<file path="config.mk">
export PLATFORM = sky130hd
export DESIGN_NAME = dual_bank_sample_packer
export DESIGN_NICKNAME = d
export VERILOG_FILES = /design/src/rtl/packer_pkg.sv /design/src/rtl/group_phase_fsm.sv /design/src/rtl/bank_word_packer.sv /design/src/rtl/ring_address.sv /design/src/rtl/overflow_tracker.sv /design/src/rtl/dual_bank_sample_packer.sv
export SDC_FILE = /design/constraint.sdc
export NUM_CORES = 2
export LEC_CHECK = 0
export ABC_AREA = 1
export BUFFER_PORTS_ARGS = -buffer_cell sky130_fd_sc_hd__buf_4
export CORE_AREA = 5 5 407 409
export DETAILED_ROUTE_END_ITERATION = 7
export DIE_AREA = 0 0 412 414
export GPL_TIMING_DRIVEN = 0
export SETUP_SLACK_MARGIN = 0.2
export SLEW_MARGIN = 10
export SYNTH_ARGS = -nofsm -noshare
export SYNTH_HDL_FRONTEND = slang
export SYNTH_SLANG_ARGS = --single-unit
</file>
<file path="constraint.sdc">
create_clock -name clk -period 2.4 [get_ports clk]
set_input_delay 0.48 -clock clk [delete_from_list [all_inputs] [get_ports clk]]
set_output_delay 0.48 -clock clk [all_outputs]
set_load 0.005 [all_outputs]
</file>
<file path="src/rtl/packer_pkg.sv">
package packer_pkg;

    // Position of the current clock inside a three-clock group.
    typedef enum logic [1:0] {
        PH_SLOT0 = 2'd0,
        PH_SLOT1 = 2'd1,
        PH_SLOT2 = 2'd2
    } phase_e;

    localparam int unsigned GROUP_SLOTS = 3;
    localparam int unsigned NUM_BANKS   = 2;

endpackage

</file>
<file path="src/rtl/group_phase_fsm.sv">
module group_phase_fsm
    import packer_pkg::*;
(
    input  logic   clk,
    input  logic   rst_n,
    output phase_e phase_o,
    output logic   commit_o
);

    phase_e state_q;
    phase_e state_d;

    // State register
    always_ff @(posedge clk or negedge rst_n) begin
        if (!rst_n) state_q <= PH_SLOT0;
        else        state_q <= state_d;
    end

    // Transitions T_ADV01, T_ADV12, T_WRAP
    always_comb begin
        unique case (state_q)
            PH_SLOT0: state_d = PH_SLOT1;
            PH_SLOT1: state_d = PH_SLOT2;
            PH_SLOT2: state_d = PH_SLOT0;
            default:  state_d = PH_SLOT0;
        endcase
    end

    // Outputs
    always_comb begin
        phase_o  = state_q;
        commit_o = 1'b0;
        unique case (state_q)
            PH_SLOT0: commit_o = 1'b0;
            PH_SLOT1: commit_o = 1'b0;
            PH_SLOT2: commit_o = 1'b1;
            default:  commit_o = 1'b0;
        endcase
    end

    AST_PHASE_WRAP: assert property (@(posedge clk) disable iff (!rst_n)
        state_q == PH_SLOT2 |=> state_q == PH_SLOT0) else $error("phase wrap");
    AST_PHASE_STEP: assert property (@(posedge clk) disable iff (!rst_n)
        state_q == PH_SLOT0 |=> state_q == PH_SLOT1) else $error("phase step");

endmodule

</file>
<file path="src/rtl/bank_word_packer.sv">
module bank_word_packer
    import packer_pkg::*;
#(
    parameter int unsigned NUM_CH   = 8,
    parameter int unsigned SAMPLE_W = 14,
    parameter int unsigned WORD_W   = 384
) (
    input  logic                         clk,
    input  logic                         rst_n,
    input  logic [NUM_CH*SAMPLE_W-1:0]   lane_i,
    input  phase_e                       phase_i,
    input  logic                         commit_i,
    output logic [WORD_W-1:0]            word_o,
    output logic                         valid_o
);

    localparam int unsigned LANE_W    = NUM_CH * SAMPLE_W;
    localparam int unsigned PAYLOAD_W = LANE_W * GROUP_SLOTS;
    localparam int unsigned HELD      = GROUP_SLOTS - 1;
    localparam int unsigned PAD_W     = WORD_W - PAYLOAD_W;

    logic [LANE_W-1:0]    held_q [HELD];
    logic [PAYLOAD_W-1:0] payload;
    logic [WORD_W-1:0]    word_d;
    logic [WORD_W-1:0]    word_q;
    logic                 valid_q;

    // One holding register per early slot; the last slot goes straight out.
    for (genvar gi = 0; gi < HELD; gi++) begin : g_hold
        always_ff @(posedge clk or negedge rst_n) begin
            if (!rst_n)                      held_q[gi] <= '0;
            else if (phase_i == phase_e'(gi)) held_q[gi] <= lane_i;
        end
    end

    always_comb begin
        for (int i = 0; i < HELD; i++) payload[i*LANE_W +: LANE_W] = held_q[i];
        payload[HELD*LANE_W +: LANE_W] = lane_i;
    end

    if (PAD_W > 0) begin : g_pad
        assign word_d = {{PAD_W{1'b0}}, payload};
    end else begin : g_nopad
        assign word_d = payload[WORD_W-1:0];
    end

    always_ff @(posedge clk or negedge rst_n) begin
        if (!rst_n) begin
            word_q  <= '0;
            valid_q <= 1'b0;
        end else begin
            valid_q <= commit_i;
            if (commit_i) word_q <= word_d;
        end
    end

    assign word_o  = word_q;
    assign valid_o = valid_q;

    AST_LAST_SLOT: assert property (@(posedge clk) disable iff (!rst_n)
        commit_i |=> valid_o && word_o[HELD*LANE_W +: LANE_W] == $past(lane_i))
        else $error("last slot");
    AST_FIRST_SLOT: assert property (@(posedge clk) disable iff (!rst_n)
        phase_i == PH_SLOT0 |=> ##2 word_o[LANE_W-1:0] == $past(lane_i, 3))
        else $error("first slot");
    if (PAD_W > 0) begin : g_pad_chk
        AST_PAD_ZERO: assert property (@(posedge clk) disable iff (!rst_n)
            valid_o |-> word_o[WORD_W-1:PAYLOAD_W] == '0) else $error("pad");
    end

endmodule

</file>
<file path="src/rtl/ring_address.sv">
module ring_address #(
    parameter int unsigned ADDR_W = 24
) (
    input  logic              clk,
    input  logic              rst_n,
    input  logic              advance_i,
    output logic [ADDR_W-1:0] addr_o
);

    logic [ADDR_W-1:0] next_q;
    logic [ADDR_W-1:0] addr_q;

    // Power-of-two depth: the natural carry-out gives the wrap to zero.
    always_ff @(posedge clk or negedge rst_n) begin
        if (!rst_n) begin
            next_q <= '0;
            addr_q <= '0;
        end else if (advance_i) begin
            addr_q <= next_q;
            next_q <= next_q + 1'b1;
        end
    end

    assign addr_o = addr_q;

endmodule

</file>
<file path="src/rtl/overflow_tracker.sv">
module overflow_tracker
    import packer_pkg::*;
#(
    parameter int unsigned CNT_W = 16
) (
    input  logic                 clk,
    input  logic                 rst_n,
    input  logic [NUM_BANKS-1:0] due_i,
    input  logic [NUM_BANKS-1:0] ready_i,
    output logic [NUM_BANKS-1:0] ovf_o,
    output logic [CNT_W-1:0]     lost_o
);

    localparam logic [CNT_W:0] CNT_MAX = {1'b0, {CNT_W{1'b1}}};

    logic [NUM_BANKS-1:0] miss;
    logic [NUM_BANKS-1:0] ovf_q;
    logic [CNT_W-1:0]     lost_q;
    logic [CNT_W:0]       sum;

    assign miss = due_i & ~ready_i;

    always_comb begin
        sum = {1'b0, lost_q};
        for (int b = 0; b < NUM_BANKS; b++) sum = sum + {{CNT_W{1'b0}}, miss[b]};
        if (sum > CNT_MAX) sum = CNT_MAX;
    end

    always_ff @(posedge clk or negedge rst_n) begin
        if (!rst_n) begin
            ovf_q  <= '0;
            lost_q <= '0;
        end else begin
            ovf_q  <= ovf_q | miss;
            lost_q <= sum[CNT_W-1:0];
        end
    end

    assign ovf_o  = ovf_q;
    assign lost_o = lost_q;

    for (genvar b = 0; b < NUM_BANKS; b++) begin : g_chk
        AST_OVF_STICKY: assert property (@(posedge clk) disable iff (!rst_n)
            ovf_o[b] |=> ovf_o[b]) else $error("sticky");
        AST_OVF_SET: assert property (@(posedge clk) disable iff (!rst_n)
            due_i[b] && !ready_i[b] |=> ovf_o[b]) else $error("set");
    end
    AST_LOST_MONOTONIC: assert property (@(posedge clk) disable iff (!rst_n)
        1'b1 |=> lost_o >= $past(lost_o)) else $error("monotonic");

endmodule

</file>
<file path="src/rtl/dual_bank_sample_packer.sv">
module dual_bank_sample_packer
    import packer_pkg::*;
#(
    parameter int unsigned NUM_CH   = 8,
    parameter int unsigned SAMPLE_W = 14,
    parameter int unsigned WORD_W   = 384,
    parameter int unsigned ADDR_W   = 24,
    parameter int unsigned CNT_W    = 16
) (
    input  logic                            clk,
    input  logic                            rst_n,
    input  logic [2*NUM_CH*SAMPLE_W-1:0]    in_samples,
    input  logic                            bank0_ready,
    input  logic                            bank1_ready,
    output logic [WORD_W-1:0]               bank0_data,
    output logic [WORD_W-1:0]               bank1_data,
    output logic [ADDR_W-1:0]               wr_addr,
    output logic                            bank0_valid,
    output logic                            bank1_valid,
    output logic                            bank0_ovf,
    output logic                            bank1_ovf,
    output logic [CNT_W-1:0]                lost_words
);

    localparam int unsigned LANE_W = NUM_CH * SAMPLE_W;
    localparam logic [CNT_W-1:0] LOST_MAX = {CNT_W{1'b1}};

    phase_e               phase;
    logic                 commit;
    logic [WORD_W-1:0]    word   [NUM_BANKS];
    logic [NUM_BANKS-1:0] valid;
    logic [NUM_BANKS-1:0] ready;
    logic [NUM_BANKS-1:0] ovf;

    group_phase_fsm u_phase (
        .clk      (clk),
        .rst_n    (rst_n),
        .phase_o  (phase),
        .commit_o (commit)
    );

    // Lane b of the input carries sample parity b; it feeds bank b.
    for (genvar b = 0; b < NUM_BANKS; b++) begin : g_bank
        bank_word_packer #(
            .NUM_CH   (NUM_CH),
            .SAMPLE_W (SAMPLE_W),
            .WORD_W   (WORD_W)
        ) u_pack (
            .clk      (clk),
            .rst_n    (rst_n),
            .lane_i   (in_samples[b*LANE_W +: LANE_W]),
            .phase_i  (phase),
            .commit_i (commit),
            .word_o   (word[b]),
            .valid_o  (valid[b])
        );
    end

    ring_address #(.ADDR_W(ADDR_W)) u_addr (
        .clk       (clk),
        .rst_n     (rst_n),
        .advance_i (commit),
        .addr_o    (wr_addr)
    );

    assign ready = {bank1_ready, bank0_ready};

    overflow_tracker #(.CNT_W(CNT_W)) u_ovf (
        .clk     (clk),
        .rst_n   (rst_n),
        .due_i   (valid),
        .ready_i (ready),
        .ovf_o   (ovf),
        .lost_o  (lost_words)
    );

    assign bank0_data  = word[0];
    assign bank1_data  = word[1];
    assign bank0_valid = valid[0];
    assign bank1_valid = valid[1];
    assign bank0_ovf   = ovf[0];
    assign bank1_ovf   = ovf[1];

    AST_BANKS_ALIGNED: assert property (@(posedge clk) disable iff (!rst_n)
        bank0_valid == bank1_valid) else $error("aligned");
    AST_VALID_CADENCE: assert property (@(posedge clk) disable iff (!rst_n)
        bank0_valid |=> !bank0_valid ##1 !bank0_valid ##1 bank0_valid)
        else $error("cadence");
    AST_ADDR_STEP: assert property (@(posedge clk) disable iff (!rst_n)
        bank0_valid |=> ##2 (bank0_valid && wr_addr == ADDR_W'($past(wr_addr, 3) + 1'b1)))
        else $error("addr step");
    AST_LOST_SINGLE: assert property (@(posedge clk) disable iff (!rst_n)
        bank0_valid && !bank0_ready && bank1_ready && lost_words != LOST_MAX
        |=> lost_words == $past(lost_words) + 1'b1) else $error("lost");

endmodule

</file>
; Yosys cells after proc, flatten, opt, wreduce, memory -nomap -nowiden
; Index checks and enable logic that the tools add are counted.
[word_totals]
reg_bits = 1189
in_bits = 228
output_inout_bits = 812
word_cells = 25
[classes]
add_sub_neg = 3
magnitude_cmp = 1
n_eq_ne = 2
n_mux = 3
n_bitwise = 3
reduce_logical = 1
[op_table]
columns = op, n
row1 = "adder 24 x 1 -> 24 bit, second input constant", 1
row2 = adder 16 x 1 -> 17 bit, 1
row3 = adder 17 x 1 -> 17 bit, 1
row4 = "> comparator 17 x 16 -> 1 bit, second input constant", 1
row5 = two-way mux 16 bit, 1
row6 = one-hot mux 2 bit (2 select lines), 1
row7 = bitwise AND 2 bit, 1
row8 = "== test 2 x 1 -> 1 bit, second input constant", 1
row9 = "== test 2 bit, second input constant", 1
row10 = logical NOT 2 bit, 1
row11 = inverter 2 bit, 1
row12 = bitwise OR 2 bit, 1
row13 = two-way mux 1 bit, 1

; Depth between registers and ports, before layout
[depth]
word_depth = 6
mapped_depth = 12
depth_no_buf = 11

; Cells and area by module
; Synthesis repeated with hierarchy kept, for this count alone.
[unflattened]
hier_cells = 5261
area_unflattened_um2 = 47759.6
[modules_own_cells]
columns = module, instances, cells_each, area_per_inst_um2
row1 = bank_word_packer, 2, 2441, 22251.3
row2 = ring_address, 1, 252, 2177.1
row3 = overflow_tracker, 1, 120, 1011.0
row4 = group_phase_fsm, 1, 7, 68.8

; Least setup slack after synthesis
; Ideal clock, no wire load.
[synth_timing]
path_type = input to register
start = in bank1_ready
end = reg u_ovf.lost_q[10], in the netlist u_ovf.lost_o[10]
setup_ns = 0.065
t_arrival_ns = 2.273
required_ns = 2.335
path_slack_ns = 0.062
cell_stages = 11
cell_sequence = or2_2 > fa_1 > inv_1 > ha_1 > inv_1 > nor2_1 > nand2_1 > nor2_1 > nand3_1 > buf_4 > nand2_1
[synth_via]
elab_chain_len = 5
[synth_rtl]
columns = item, line_no
row1 = from (decl), dual_bank_sample_packer.sv:14  ; input logic bank1_ready,
row2 = inverter 2 bit *, overflow_tracker.sv:21  ; assign miss = due_i & ~ready_i;
row3 = bitwise AND 2 bit *, overflow_tracker.sv:21
row4 = adder 17 x 1 -> 17 bit *, overflow_tracker.sv:25  ; for (int b = 0; b < NUM_BANKS; b++) sum = sum + {{CNT_W{1'b0}}, miss[b]};
row5 = > comparator 17 x 16 -> 1 bit, overflow_tracker.sv:26  ; if (sum > CNT_MAX) sum = CNT_MAX;
row6 = two-way mux 16 bit *, overflow_tracker.sv:26
row7 = net u_ovf.sum[10], overflow_tracker.sv:19  ; logic [CNT_W:0] sum;
row8 = to (signal assigned), overflow_tracker.sv:35  ; lost_q <= sum[CNT_W-1:0];
row9 = to (decl), overflow_tracker.sv:18  ; logic [CNT_W-1:0] lost_q;
; The timed path passes the listed nets; every way through them passes the cells marked *.
; A chain may end at the register's enable or synchronous reset.

; Worst setup path in the final report
[layout_timing]
start = reg u_phase.state_q[1], in the netlist u_phase.phase_o[1]
end = reg g_bank[1].u_pack.held_q[114] (netlist bit)
[layout_via]
elab_chain_len = 1
[layout_rtl]
columns = item, line_no
row1 = from (decl), group_phase_fsm.sv:10  ; phase_e state_q;
row2 = from (signal assigned), group_phase_fsm.sv:16  ; else state_q <= state_d;
row3 = logical NOT 2 bit, bank_word_packer.sv:32  ; else if (phase_i == phase_e'(gi)) held_q[gi] <= lane_i;
row4 = "to (signal, indexed assignment)", bank_word_packer.sv:32
row5 = to (decl), bank_word_packer.sv:22  ; logic [LANE_W-1:0] held_q [HELD];
; Every way passes these cells.

==> impl_metrics.env <==
export IMPL_skew_ps=57.7
export IMPL_critPathMaxFanout=10
export IMPL_power_total_mw=46.0
export IMPL_first_global_vias=38311
export IMPL_yosysTopAreaCell="dfrtp_1"
export IMPL_rsz0062_at_grt="no"
export IMPL_syn_inst=4765
export IMPL_vdd_drop_max_mv=0.639
export IMPL_fin_area_um2=62600
export IMPL_clock_sinks=1189
export IMPL_io_pins=1040
export IMPL_path_cells="nor2_4 -> clkbuf_2 -> buf_2 -> o21ai_0"
export IMPL_synth_warnings=0
export IMPL_slowest_stage="clkbuf_2"
export IMPL_core_um2=162000
export IMPL_fmax_mhz=476
export IMPL_whs_ps=-372
export IMPL_post_place_ws_ps=-696
export IMPL_cts_hold_fix_buffers=224
export IMPL_place_area_um2=55600
export IMPL_fin_tns_setup_ps=0
export IMPL_synth_common_cells="1702 x nand2_1, 1189 x dfrtp_1, 919 x o21ai_0, 494 x inv_1, 132 x buf_4"
export IMPL_hpwl_um=141000
export IMPL_critical_path_depth=4
export IMPL_final_nets=6411
export IMPL_fin_util_pct=38.7
export IMPL_crit_start="u_phase.phase_o[1]"
export IMPL_ff2ff_path_depth=4
export IMPL_port_buffers=943
export IMPL_synth_top_area_share_pct=65.8
export IMPL_ys_async_sr_fraction_pct=100
export IMPL_pwr_share_comb_pct=8.7
export IMPL_synth_area_um2=45200
export IMPL_crit_arrival_ps=2730
export IMPL_die_y_um=414
export IMPL_initial_core_util_pct=28.0
export IMPL_vias_per_cell=4.48
export IMPL_drtIter0Drc=3050
export IMPL_ant_nets=0
export IMPL_grt_pass1_wl_um=266000
export IMPL_grt_use_total_pct=21.1
export IMPL_hold_violations=80
export IMPL_power_internal_mw=34.5
export IMPL_outcome="finished with violations"
export IMPL_switching_share_pct=25.0
export IMPL_antenna_found_initial=43
export IMPL_clk_pin_slew_worst_paths_ps=70
export IMPL_leakagePower_nw=32.2
export IMPL_firstDrtPassIters=5
export IMPL_clk_latency_ps=770
export IMPL_grt_max_degree=166
export IMPL_critPathKind="flop to flop"
export IMPL_ys_seq_area_share_pct=65.8
export IMPL_r2r_start="u_phase.phase_o[1]"
export IMPL_drcViolationCount=0
export IMPL_power_density_nw_per_um2=735
export IMPL_wl_per_cell_um=21.9
export IMPL_maxCapViolCount=0
export IMPL_synth_edf_count=0
export IMPL_cp_top_family="buffers and inverters"
export IMPL_syn_area_per_cell_um2=9.49
export IMPL_cts_buffers=132
export IMPL_min_period_over_period_pct=87.5
export IMPL_finalWirelength_um=185000
export IMPL_slew_headroom_pct=37.8
export IMPL_clockPowerShare_pct=44.2
export IMPL_grt_ovfl_total=0
export IMPL_min_path_type="primary input to asynchronous set/reset pin"
export IMPL_synth_seq_cells=1189
export IMPL_synth_most_common_cell="nand2_1"
export IMPL_via_count=37954
export IMPL_ys_types=24
export IMPL_cts_buffer_depth=3
export IMPL_critPathCaptureType="flop"
export IMPL_clockRootBuffer="clkbuf_16"
export IMPL_setup_viol=0
export IMPL_fin_crit_ps=2100
export IMPL_start_kind="flop"
export IMPL_violations="negative hold slack"
export IMPL_worst_ep_required_time_ps=3030
export IMPL_worst_pin_slew_ps=934
export IMPL_slew_viol_final=0
export IMPL_synth_area_top_cells="dfrtp_1 66%, nand2_1 14%, o21ai_0 10%"
export IMPL_die_area_um2=171000
export IMPL_place_congestion=0.910
export IMPL_areaGrowthSynthToFinish_pct=38.4
export IMPL_layout_drive_gt1_share_pct=23.1
export IMPL_cts_tree="done"
export IMPL_postLayoutSetupSlackWorst_ps=300
export IMPL_crit_buf_inv=2
export IMPL_rows=148
export IMPL_cp_slowest_stage_delay_ps=550
export IMPL_seq_power_share_pct=47.1
export IMPL_cts_htree_levels=4
export IMPL_p_sw_mw=11.5
export IMPL_fp_dieW_um=412
export IMPL_synth_ff_type="dfrtp_1"
[power by group through the flow]
stage	Clock [mW]	Sequential [mW]	Combinational, mW
floorplan	0	21.9	1.03
global placement	0	22.0	3.53
detailed placement	0	22.0	3.63
CTS	20.7	21.6	4.00
global route	21.6	21.7	4.41
finish	20.3	21.7	3.98
[cell type report]
class,instances,area (um^2)
fillers,16094,99100
flip-flops and latches,1189,29800
multi-input cells,2825,12100
repair buffers,1185,9700
clock buffers,186,3680
well taps,2175,2720
plain buffers,350,2070
inverters,496,1860
clock inverters,41,672
diodes,19,47.5
[what timing repair did]
| action | in CTS | in global routing |
|---|---|---|
| buffers inserted | 6 | 0 |
| gates cloned | 2 | 2 |
| hold endpoints to repair | 700 | 80 |
| pin swaps | 4 | 3 |
| endpoints found under the setup margin | 1228 | 502 |
| gates resized for setup | 51 | 34 |
[placed cells by master, fill, tap and decap left out, types with 7 or more instances in the layout]
master and count:
clkinv_16 9, clkbuf_8 17, nor2_1 35, clkbuf_16 134, nand4_1 8, clkbuf_1 107, conb_1 96, diode_2 19
o21ai_0 918, buf_2 100, inv_1 493, buf_4 1086, clkinv_2 16, clkbuf_2 28, nand3_1 24, dlygate4sd3_1 224
buf_16 9, nand2_1 1701, clkbuf_4 7, dfrtp_1 1189, xor2_1 16, buf_6 8
[logic make-up after synthesis]
logic type | share of synthesized area [%]
and+or+nand+nor | 15.0
DFF | 65.8
AOI/OAI and AO/OA | 10.2
buffers and inverters | 8.44
xor gates and xnor gates | 0.426
adders and majority gates | 0.127
other | 0.00830
[routing by layer]
layer	global-route usage (%)	vias up	share of wire (%)
met4	7.33	2	3.6
met5	0	-	0.0070
met3	6.45	310	8.6
met2	35.5	1391	48
met1	25.6	18838	39
li1	-	17413	-
[sequential cells by signal, indices dropped and copies added, names as in the netlist]
| name | cells |
|---|---|
| g_bank.u_pack.held_q | 448 |
| u_ovf.lost_o | 16 |
| u_addr.addr_o | 24 |
| g_bank.u_pack.valid_o | 1 |
| g_bank.u_pack.word_o | 672 |
| u_phase.phase_o | 2 |
| u_addr.next_q | 24 |
| u_ovf.ovf_o | 2 |
[per-stage QoR]
step / hold WS (ps) / std cells
after floorplan: 184 / 4860
after global placement: 450 / 7978
after detailed placement: 424 / 7986
after CTS: -407 / 8445
after global routing: -386 / 8458
final: -372 / 8466
[path summary, 6_finish.rpt]
| kind | end | slack (ps) |
|---|---|---|
| min in group clk | g_bank[1].u_pack.word_o[230] | 80 |
| max | g_bank[1].u_pack.held_q[114] | 300 |
| max in group asynchronous | g_bank[1].u_pack.word_o[32] | 530 |
| max reg2reg | g_bank[1].u_pack.held_q[114] | 300 |
| min | g_bank[1].u_pack.word_o[310] | -370 |
| min reg2reg | u_ovf.ovf_o[1] | 460 |
No activity file was read; power rests on OpenSTA's default activity.
